<file path="src/rtl/swd_pkg.sv">
package swd_pkg;
    localparam int CFG_W  = 16;
    localparam int FNUM_W = 8;
    localparam int LIM_W  = 8;
    localparam int LIM_LSB = 8;

    typedef enum logic [1:0] {
        CH_IDLE = 2'd0,
        CH_RUN  = 2'd1,
        CH_HOLD = 2'd2
    } ch_state_t;
endpackage

</file>
<file path="src/rtl/swd_prescaler.sv">
module swd_prescaler #(
    parameter int TICK_DIV = 50_000_000
) (
    input  logic clk,
    input  logic rst_n,
    output logic tick
);
    localparam int CW = (TICK_DIV > 1) ? $clog2(TICK_DIV) : 1;
    localparam logic [CW-1:0] LAST = CW'(TICK_DIV - 1);

    logic [CW-1:0] div_cnt;

    always_ff @(posedge clk or negedge rst_n) begin
        if (!rst_n) begin
            div_cnt <= '0;
            tick    <= 1'b0;
        end else begin
            if (div_cnt == LAST) begin
                div_cnt <= '0;
            end else begin
                div_cnt <= div_cnt + CW'(1);
            end
            tick <= (div_cnt == LAST);
        end
    end
endmodule

</file>
<file path="src/rtl/swd_channel.sv">
module swd_channel
    import swd_pkg::*;
(
    input  logic              clk,
    input  logic              rst_n,
    input  logic              tick,
    input  logic              en,
    input  logic              step,
    input  logic              trans,
    input  logic [CFG_W-1:0]  cfg,
    output logic              expire,
    output logic [FNUM_W-1:0] fnum
);
    ch_state_t          state, state_nx;
    logic [LIM_W-1:0]   secs_left;
    logic [LIM_W-1:0]   cfg_lim;
    logic               live;
    logic               last_sec;

    assign cfg_lim  = cfg[LIM_LSB +: LIM_W];
    assign live     = en & step;
    assign last_sec = (secs_left == LIM_W'(1));

    // next-state decision
    always_comb begin
        state_nx = state;
        unique case (state)
            CH_IDLE: begin
                if (live && (cfg_lim != '0)) begin
                    state_nx = trans ? CH_HOLD : CH_RUN;
                end
            end
            CH_RUN: begin
                if (!live) begin
                    state_nx = CH_IDLE;
                end else if (trans) begin
                    state_nx = CH_HOLD;
                end else if (tick && last_sec) begin
                    state_nx = CH_HOLD;
                end
            end
            CH_HOLD: begin
                if (!live) begin
                    state_nx = CH_IDLE;
                end
            end
            default: state_nx = CH_IDLE;
        endcase
    end

    // state register
    always_ff @(posedge clk or negedge rst_n) begin
        if (!rst_n) begin
            state <= CH_IDLE;
        end else begin
            state <= state_nx;
        end
    end

    // countdown and captured fault number
    always_ff @(posedge clk or negedge rst_n) begin
        if (!rst_n) begin
            secs_left <= '0;
            fnum      <= '0;
        end else begin
            if (state == CH_IDLE && state_nx == CH_RUN) begin
                secs_left <= cfg_lim;
                fnum      <= cfg[FNUM_W-1:0];
            end else if (state == CH_RUN && tick && !last_sec) begin
                secs_left <= secs_left - LIM_W'(1);
            end
        end
    end

    // outputs
    always_comb begin
        expire = 1'b0;
        unique case (state)
            CH_RUN:  expire = live && !trans && tick && last_sec;
            CH_IDLE: expire = 1'b0;
            CH_HOLD: expire = 1'b0;
            default: expire = 1'b0;
        endcase
    end
endmodule

</file>
<file path="src/rtl/swd_arbiter.sv">
module swd_arbiter
    import swd_pkg::*;
#(
    parameter int NUM_CH = 10,
    parameter int CHW    = 4
) (
    input  logic                       clk,
    input  logic                       rst_n,
    input  logic [NUM_CH-1:0]          expire,
    input  logic [NUM_CH*FNUM_W-1:0]   fnum_flat,
    output logic [NUM_CH-1:0]          pend_o,
    output logic                       valid_o,
    output logic [FNUM_W-1:0]          num_o,
    output logic [CHW-1:0]             ch_o
);
    logic [NUM_CH-1:0] pend;
    logic [NUM_CH-1:0] grant;
    logic [CHW-1:0]    sel;
    logic [FNUM_W-1:0] pnum [NUM_CH];

    assign pend_o = pend;
    assign grant  = pend & (~pend + NUM_CH'(1));

    always_comb begin
        sel = '0;
        for (int i = NUM_CH - 1; i >= 0; i--) begin
            if (pend[i]) begin
                sel = CHW'(i);
            end
        end
    end

    always_ff @(posedge clk or negedge rst_n) begin
        if (!rst_n) begin
            pend    <= '0;
            valid_o <= 1'b0;
            num_o   <= '0;
            ch_o    <= '0;
        end else begin
            pend    <= (pend & ~grant) | expire;
            valid_o <= |pend;
            num_o   <= pnum[sel];
            ch_o    <= sel;
        end
    end

    for (genvar g = 0; g < NUM_CH; g++) begin : g_pnum
        always_ff @(posedge clk or negedge rst_n) begin
            if (!rst_n) begin
                pnum[g] <= '0;
            end else if (expire[g]) begin
                pnum[g] <= fnum_flat[g*FNUM_W +: FNUM_W];
            end
        end
    end
endmodule

</file>
<file path="src/rtl/step_wdog_bank.sv">
module step_wdog_bank
    import swd_pkg::*;
#(
    parameter int NUM_CH   = 10,
    parameter int TICK_DIV = 50_000_000,
    localparam int CHW     = (NUM_CH > 1) ? $clog2(NUM_CH) : 1
) (
    input  logic                    clk,
    input  logic                    rst_n,
    input  logic [NUM_CH-1:0]       ch_en,
    input  logic [NUM_CH-1:0]       step_act,
    input  logic [NUM_CH-1:0]       trans_ok,
    input  logic [NUM_CH*CFG_W-1:0] cfg_word,
    output logic                    fault_valid,
    output logic [FNUM_W-1:0]       fault_num,
    output logic [CHW-1:0]          fault_ch
);
    logic                      tick;
    logic [NUM_CH-1:0]         expire;
    logic [NUM_CH-1:0]         pend;
    logic [NUM_CH*FNUM_W-1:0]  fnum_flat;

    swd_prescaler #(.TICK_DIV(TICK_DIV)) u_presc (
        .clk   (clk),
        .rst_n (rst_n),
        .tick  (tick)
    );

    for (genvar g = 0; g < NUM_CH; g++) begin : g_ch
        swd_channel u_ch (
            .clk    (clk),
            .rst_n  (rst_n),
            .tick   (tick),
            .en     (ch_en[g]),
            .step   (step_act[g]),
            .trans  (trans_ok[g]),
            .cfg    (cfg_word[g*CFG_W +: CFG_W]),
            .expire (expire[g]),
            .fnum   (fnum_flat[g*FNUM_W +: FNUM_W])
        );
    end

    swd_arbiter #(.NUM_CH(NUM_CH), .CHW(CHW)) u_arb (
        .clk       (clk),
        .rst_n     (rst_n),
        .expire    (expire),
        .fnum_flat (fnum_flat),
        .pend_o    (pend),
        .valid_o   (fault_valid),
        .num_o     (fault_num),
        .ch_o      (fault_ch)
    );
endmodule

</file>
<file path="config.mk">
export PLATFORM = sky130hd
export DESIGN_NAME = step_wdog_bank
export DESIGN_NICKNAME = d
export VERILOG_FILES = /design/src/rtl/swd_pkg.sv /design/src/rtl/swd_prescaler.sv /design/src/rtl/swd_channel.sv /design/src/rtl/swd_arbiter.sv /design/src/rtl/step_wdog_bank.sv
export SDC_FILE = /design/constraint.sdc
export NUM_CORES = 1
export LEC_CHECK = 0
export CAP_MARGIN = 20
export CORE_ASPECT_RATIO = 1.1
export CORE_MARGIN = 3
export CORE_UTILIZATION = 59
export DETAILED_ROUTE_END_ITERATION = 16
export PLACE_DENSITY = 0.85
export SLEW_MARGIN = 40
export SYNTH_ARGS = -nofsm -noshare
export SYNTH_HDL_FRONTEND = slang
export SYNTH_SLANG_ARGS = --single-unit
</file>
<file path="constraint.sdc">
create_clock -name clk -period 3.8 [get_ports clk]
set_input_delay 0.57 -clock clk [delete_from_list [all_inputs] [get_ports clk]]
set_output_delay 0.57 -clock clk [all_outputs]
set_load 0.005 [all_outputs]
</file>
==> impl_table.tex <==
\begin{tabular}{lr}
\hline
Metric & Value \\
\hline
\multicolumn{2}{l}{\textbf{CTS}} \\
\quad Count of H-tree levels built during CTS & 1 \\
\quad Number of clock buffers inserted by TritonCTS & 31 \\
\quad Clock Path Buffers & 3 \\
\quad Worst skew pair latency & 0.57 ns \\
\quad Clock-pin slew reported for the worst setup and hold paths after clock tree synthesis & roughly 0.070 ns \\
\quad Root Driver & sky130\_fd\_sc\_hd\_\_clkbuf\_16 \\
\quad Setup fix buffers added after clock tree synthesis & 0 \\
\quad Clock net sink count & 310 \\
\quad Clock tree from TritonCTS & built \\
\multicolumn{2}{l}{\textbf{Timing}} \\
\quad Total count of max-transition violations in the final report & 0 \\
\quad Unrepaired setup endpoints after global routing & no \\
\quad Final setup vio count & 0 \\
\quad Measured slew at the worst slew-check pin & 0.732 ns \\
\quad Final period util & 0.746 \\
\quad Final Hold Viols & 0 \\
\quad Maximum clock rate & 353 MHz \\
\quad Relative slew margins & 0.499 \\
\quad Post-layout minimum cycle time & between 2 and 3 ns \\
\quad Total Neg Setup Slack & 0 ns \\
\quad Worst-case hold slack & 0.450 ns \\
\quad Clock skew & 0.00871 ns \\
\multicolumn{2}{l}{\textbf{Logic synthesis}} \\
\quad Portion of the post-synthesis area used by sequential elements & 0.527 \\
\quad Mapped Nets & 1538 \\
\quad Post-synthesis cell type count & 67 \\
\quad Synth Warn \# & 0 \\
\quad Post-synthesis async set-or-reset flop share & 1.00 \\
\quad Post-synthesis cell area & between 10000 and 15000 um\^{}2 \\
\quad Proportion of synthesized area in mux cells & 0.146 \\
\quad Share of synthesized cell area in full adder, half adder and majority cells & 0.0179 \\
\quad Dominant synthesized flop cell & sky130\_fd\_sc\_hd\_\_dfrtp\_1 \\
\quad Post-synthesis xor/xnor area fraction & 0.0280 \\
\quad Post-synth EDFFs & 0 \\
\quad Synth Area per Inst & 11.1 um\^{}2 \\
\quad Complex-gate fraction of the synthesized area & 0.105 \\
\quad Synth Instances & $\sim$1300 \\
\quad Main combinational cell family by area after synthesis & simple AND/OR/NAND/NOR gates \\
\quad Number of synthesized register bits & 310 \\
\quad Share of synthesized cell area in and, or, nand and nor gates & 0.149 \\
\multicolumn{2}{l}{\textbf{Pwr}} \\
\quad Pwr Density & approximately 460 nW/um\^{}2 \\
\quad Cell leakage power & 8.05 nW \\
\quad Pwr Total & 8.50 mW \\
\quad Worst vdd rail ir drop & 0.000306 V \\
\multicolumn{2}{l}{\textbf{Floorplan}} \\
\quad Die X-Extent & 157 um \\
\quad Top-level I/O count & about 210 \\
\quad Placeable core region & roughly 24000 um\^{}2 \\
\quad Die extent in y & 172 um \\
\quad Row cnt & 59 \\
\quad Starting density of the core & 0.611 \\
\quad Die Footprint & 26900 um\^{}2 \\
\multicolumn{2}{l}{\textbf{Detailed routing}} \\
\quad Initial drt markers & 890 \\
\quad Drt drc & 0 \\
\quad Detailed Routing Iterations Pass 1 & 6 \\
\quad Post-detailed-routing wire length & 36.5 mm \\
\quad Via density & 6.08 \\
\quad Antenna Violating Nets Remaining & 0 \\
\quad Wirelength per Cell & 19.5 um \\
\quad Via count & $\sim$11000 \\
\multicolumn{2}{l}{\textbf{Cells and area}} \\
\quad Number of diodes & 0 \\
\quad Leading cell type in the layout, fill and taps excluded & sky130\_fd\_sc\_hd\_\_dfrtp\_1 \\
\quad Share of post-route cells with drive strength above 1 & 0.168 \\
\quad Final-layout fill cell count & 1569 \\
\quad Area growth, synth to finish & 24.9\% \\
\quad Net total in the final layout & 1757 \\
\quad Most used cells in the layout excluding fill and tap cells & 310 x sky130\_fd\_sc\_hd\_\_dfrtp\_1, 203 x sky130\_fd\_sc\_hd\_\_clkdlybuf4s50\_1, 154 x sky130\_fd\_sc\_hd\_\_mux2\_2 \\
\multicolumn{2}{l}{\textbf{Global route}} \\
\quad Number of antenna violations at the first check in global routing & 0 \\
\quad Vias in the first global route & approximately 11000 \\
\quad Global-route congestion overflow total & 0 \\
\quad Largest net degree at the start of global routing & 110 \\
\quad GR Util All Layers & 0.266 \\
\quad First-pass GRT wire length & about 58 mm \\
\multicolumn{2}{l}{\textbf{Worst setup path}} \\
\quad Critical Setup Path Class & reg -> reg \\
\quad Sort of element at the end of the critical path & register \\
\quad Critical path data arrival time & roughly 3.3 ns \\
\quad Max FO, Critical Path & 11 \\
\quad Critical path launch point type & register \\
\quad Worst endpoint required time & 4.25 ns \\
\multicolumn{2}{l}{\textbf{Place}} \\
\quad HPWL Detailed & around 26 mm \\
\quad Weighted congestion reported at the end of routability-driven placement & $\sim$0.92 \\
\quad Port Buffer Count & 204 \\
\multicolumn{2}{l}{\textbf{Run status}} \\
\quad Run status & completed \\
\multicolumn{2}{l}{\textbf{Job}} \\
\quad Max Cap Violations & 0 \\
\multicolumn{2}{l}{\textbf{Min path}} \\
\quad Min-delay worst type & in -> async \\
\hline
\end{tabular}
-- logic make-up after synthesis --
logic type	Yosys count
AO/OA/AOI/OAI	225
XOR/XNOR	47
adder cells (fa/ha/maj)	21
buffers and inverters	101
flip-flops	310
multiplexers	192
AND/OR/NAND/NOR	429
-- sequential cells by signal, indices dropped and copies added (netlist names) --
name	count
g_ch.u_ch.fnum	80
g_ch.u_ch.secs_left	80
u_arb.pnum	80
u_presc.div_cnt	26
g_ch.u_ch.state	20
u_arb.pend_o	10
u_arb.num_o	8
u_arb.ch_o	4
u_arb.valid_o	1
u_presc.tick	1
-- report_power, final --
group | total [mW] | switching [mW] | internal (mW)
combinational | 1.12 | 0.499 | 0.623
clock | 3.33 | 1.31 | 2.02
sequential | 4.05 | 0.333 | 3.71
-- layer usage --
metal	part of all wire	vias to the layer above	track usage
li1	-	5261	-
met1	0.41	5603	0.352
met2	0.49	438	0.450
met3	0.064	92	0.0440
met4	0.036	0	0.0936
met5	0	-	0
-- metrics by stage --
stage	instance area (um^2)	setup slack, ns	utilization	std cells
floorplan	14700	1.29	-	1325
global placement	17200	0.844	0.714	1813
detailed placement	17200	0.716	0.715	1813
CTS	18300	0.936	0.761	1870
global route	18400	0.916	0.763	1873
finish	18400	0.967	0.763	1873
-- critical path, cell delays in order (launching register included) --
cell and delay [ns]:
sky130_fd_sc_hd__dfrtp_1 0.76, sky130_fd_sc_hd__inv_1 0.35, sky130_fd_sc_hd__or4_4 0.64, sky130_fd_sc_hd__or4b_4 0.63
sky130_fd_sc_hd__mux2_4 0.34
-- cell usage after synthesis, types with 19 or more instances --
| cell type | count | area share |
|---|---|---|
| sky130_fd_sc_hd__ha_1 | 21 | 0.018 |
| sky130_fd_sc_hd__a221o_1 | 26 | 0.018 |
| sky130_fd_sc_hd__nand2_1 | 124 | 0.032 |
| sky130_fd_sc_hd__nor4_1 | 35 | 0.015 |
| sky130_fd_sc_hd__nor2_1 | 90 | 0.023 |
| sky130_fd_sc_hd__clkbuf_1 | 38 | 0.0097 |
| sky130_fd_sc_hd__mux2_2 | 154 | 0.12 |
| sky130_fd_sc_hd__xor2_1 | 19 | 0.011 |
| sky130_fd_sc_hd__o21ai_0 | 88 | 0.030 |
| sky130_fd_sc_hd__nor3_1 | 31 | 0.011 |
| sky130_fd_sc_hd__inv_1 | 56 | 0.014 |
| sky130_fd_sc_hd__a21oi_1 | 27 | 0.0092 |
| sky130_fd_sc_hd__dfrtp_1 | 310 | 0.53 |
| sky130_fd_sc_hd__mux2i_1 | 30 | 0.020 |
| sky130_fd_sc_hd__and3_1 | 25 | 0.011 |
| sky130_fd_sc_hd__xnor2_1 | 28 | 0.017 |
| sky130_fd_sc_hd__nand2b_1 | 27 | 0.011 |
-- layout make-up --
type	instances	area, um^2	share of cell area
Sequential cell	310	7760	0.422
Multi-Input combinational cell	914	6610	0.360
Timing Repair Buffer	231	2300	0.125
Clock buffer	43	881	0.0480
Tap cell	305	382	0.0208
Clock inverter	14	229	0.0125
Inverter	56	210	0.0114
-- final timing paths --
path,start,slack (ns),depth (start not counted),end
min in group clk,u_presc.div_cnt[0],0.46,1,u_presc.div_cnt[0]
worst min-delay path,rst_n,0.45,2,g_ch[9].u_ch.secs_left[5]
worst min register to register,u_presc.div_cnt[0],0.46,1,u_presc.div_cnt[0]
max in group asynchronous,rst_n,2.30,4,u_arb.pnum[50]
worst max register to register,u_presc.tick,0.97,4,u_arb.pnum[63]
worst max-delay path,u_presc.tick,0.97,4,u_arb.pnum[63]
-- what timing repair did --
| action | in CTS | in global routing |
|---|---|---|
| resized for setup | 0 | 0 |
| hold buffers | 0 | 1 |
| hold endpoints to repair | 0 | 29 |
Note: power is estimated with default switching activity, not from simulation.
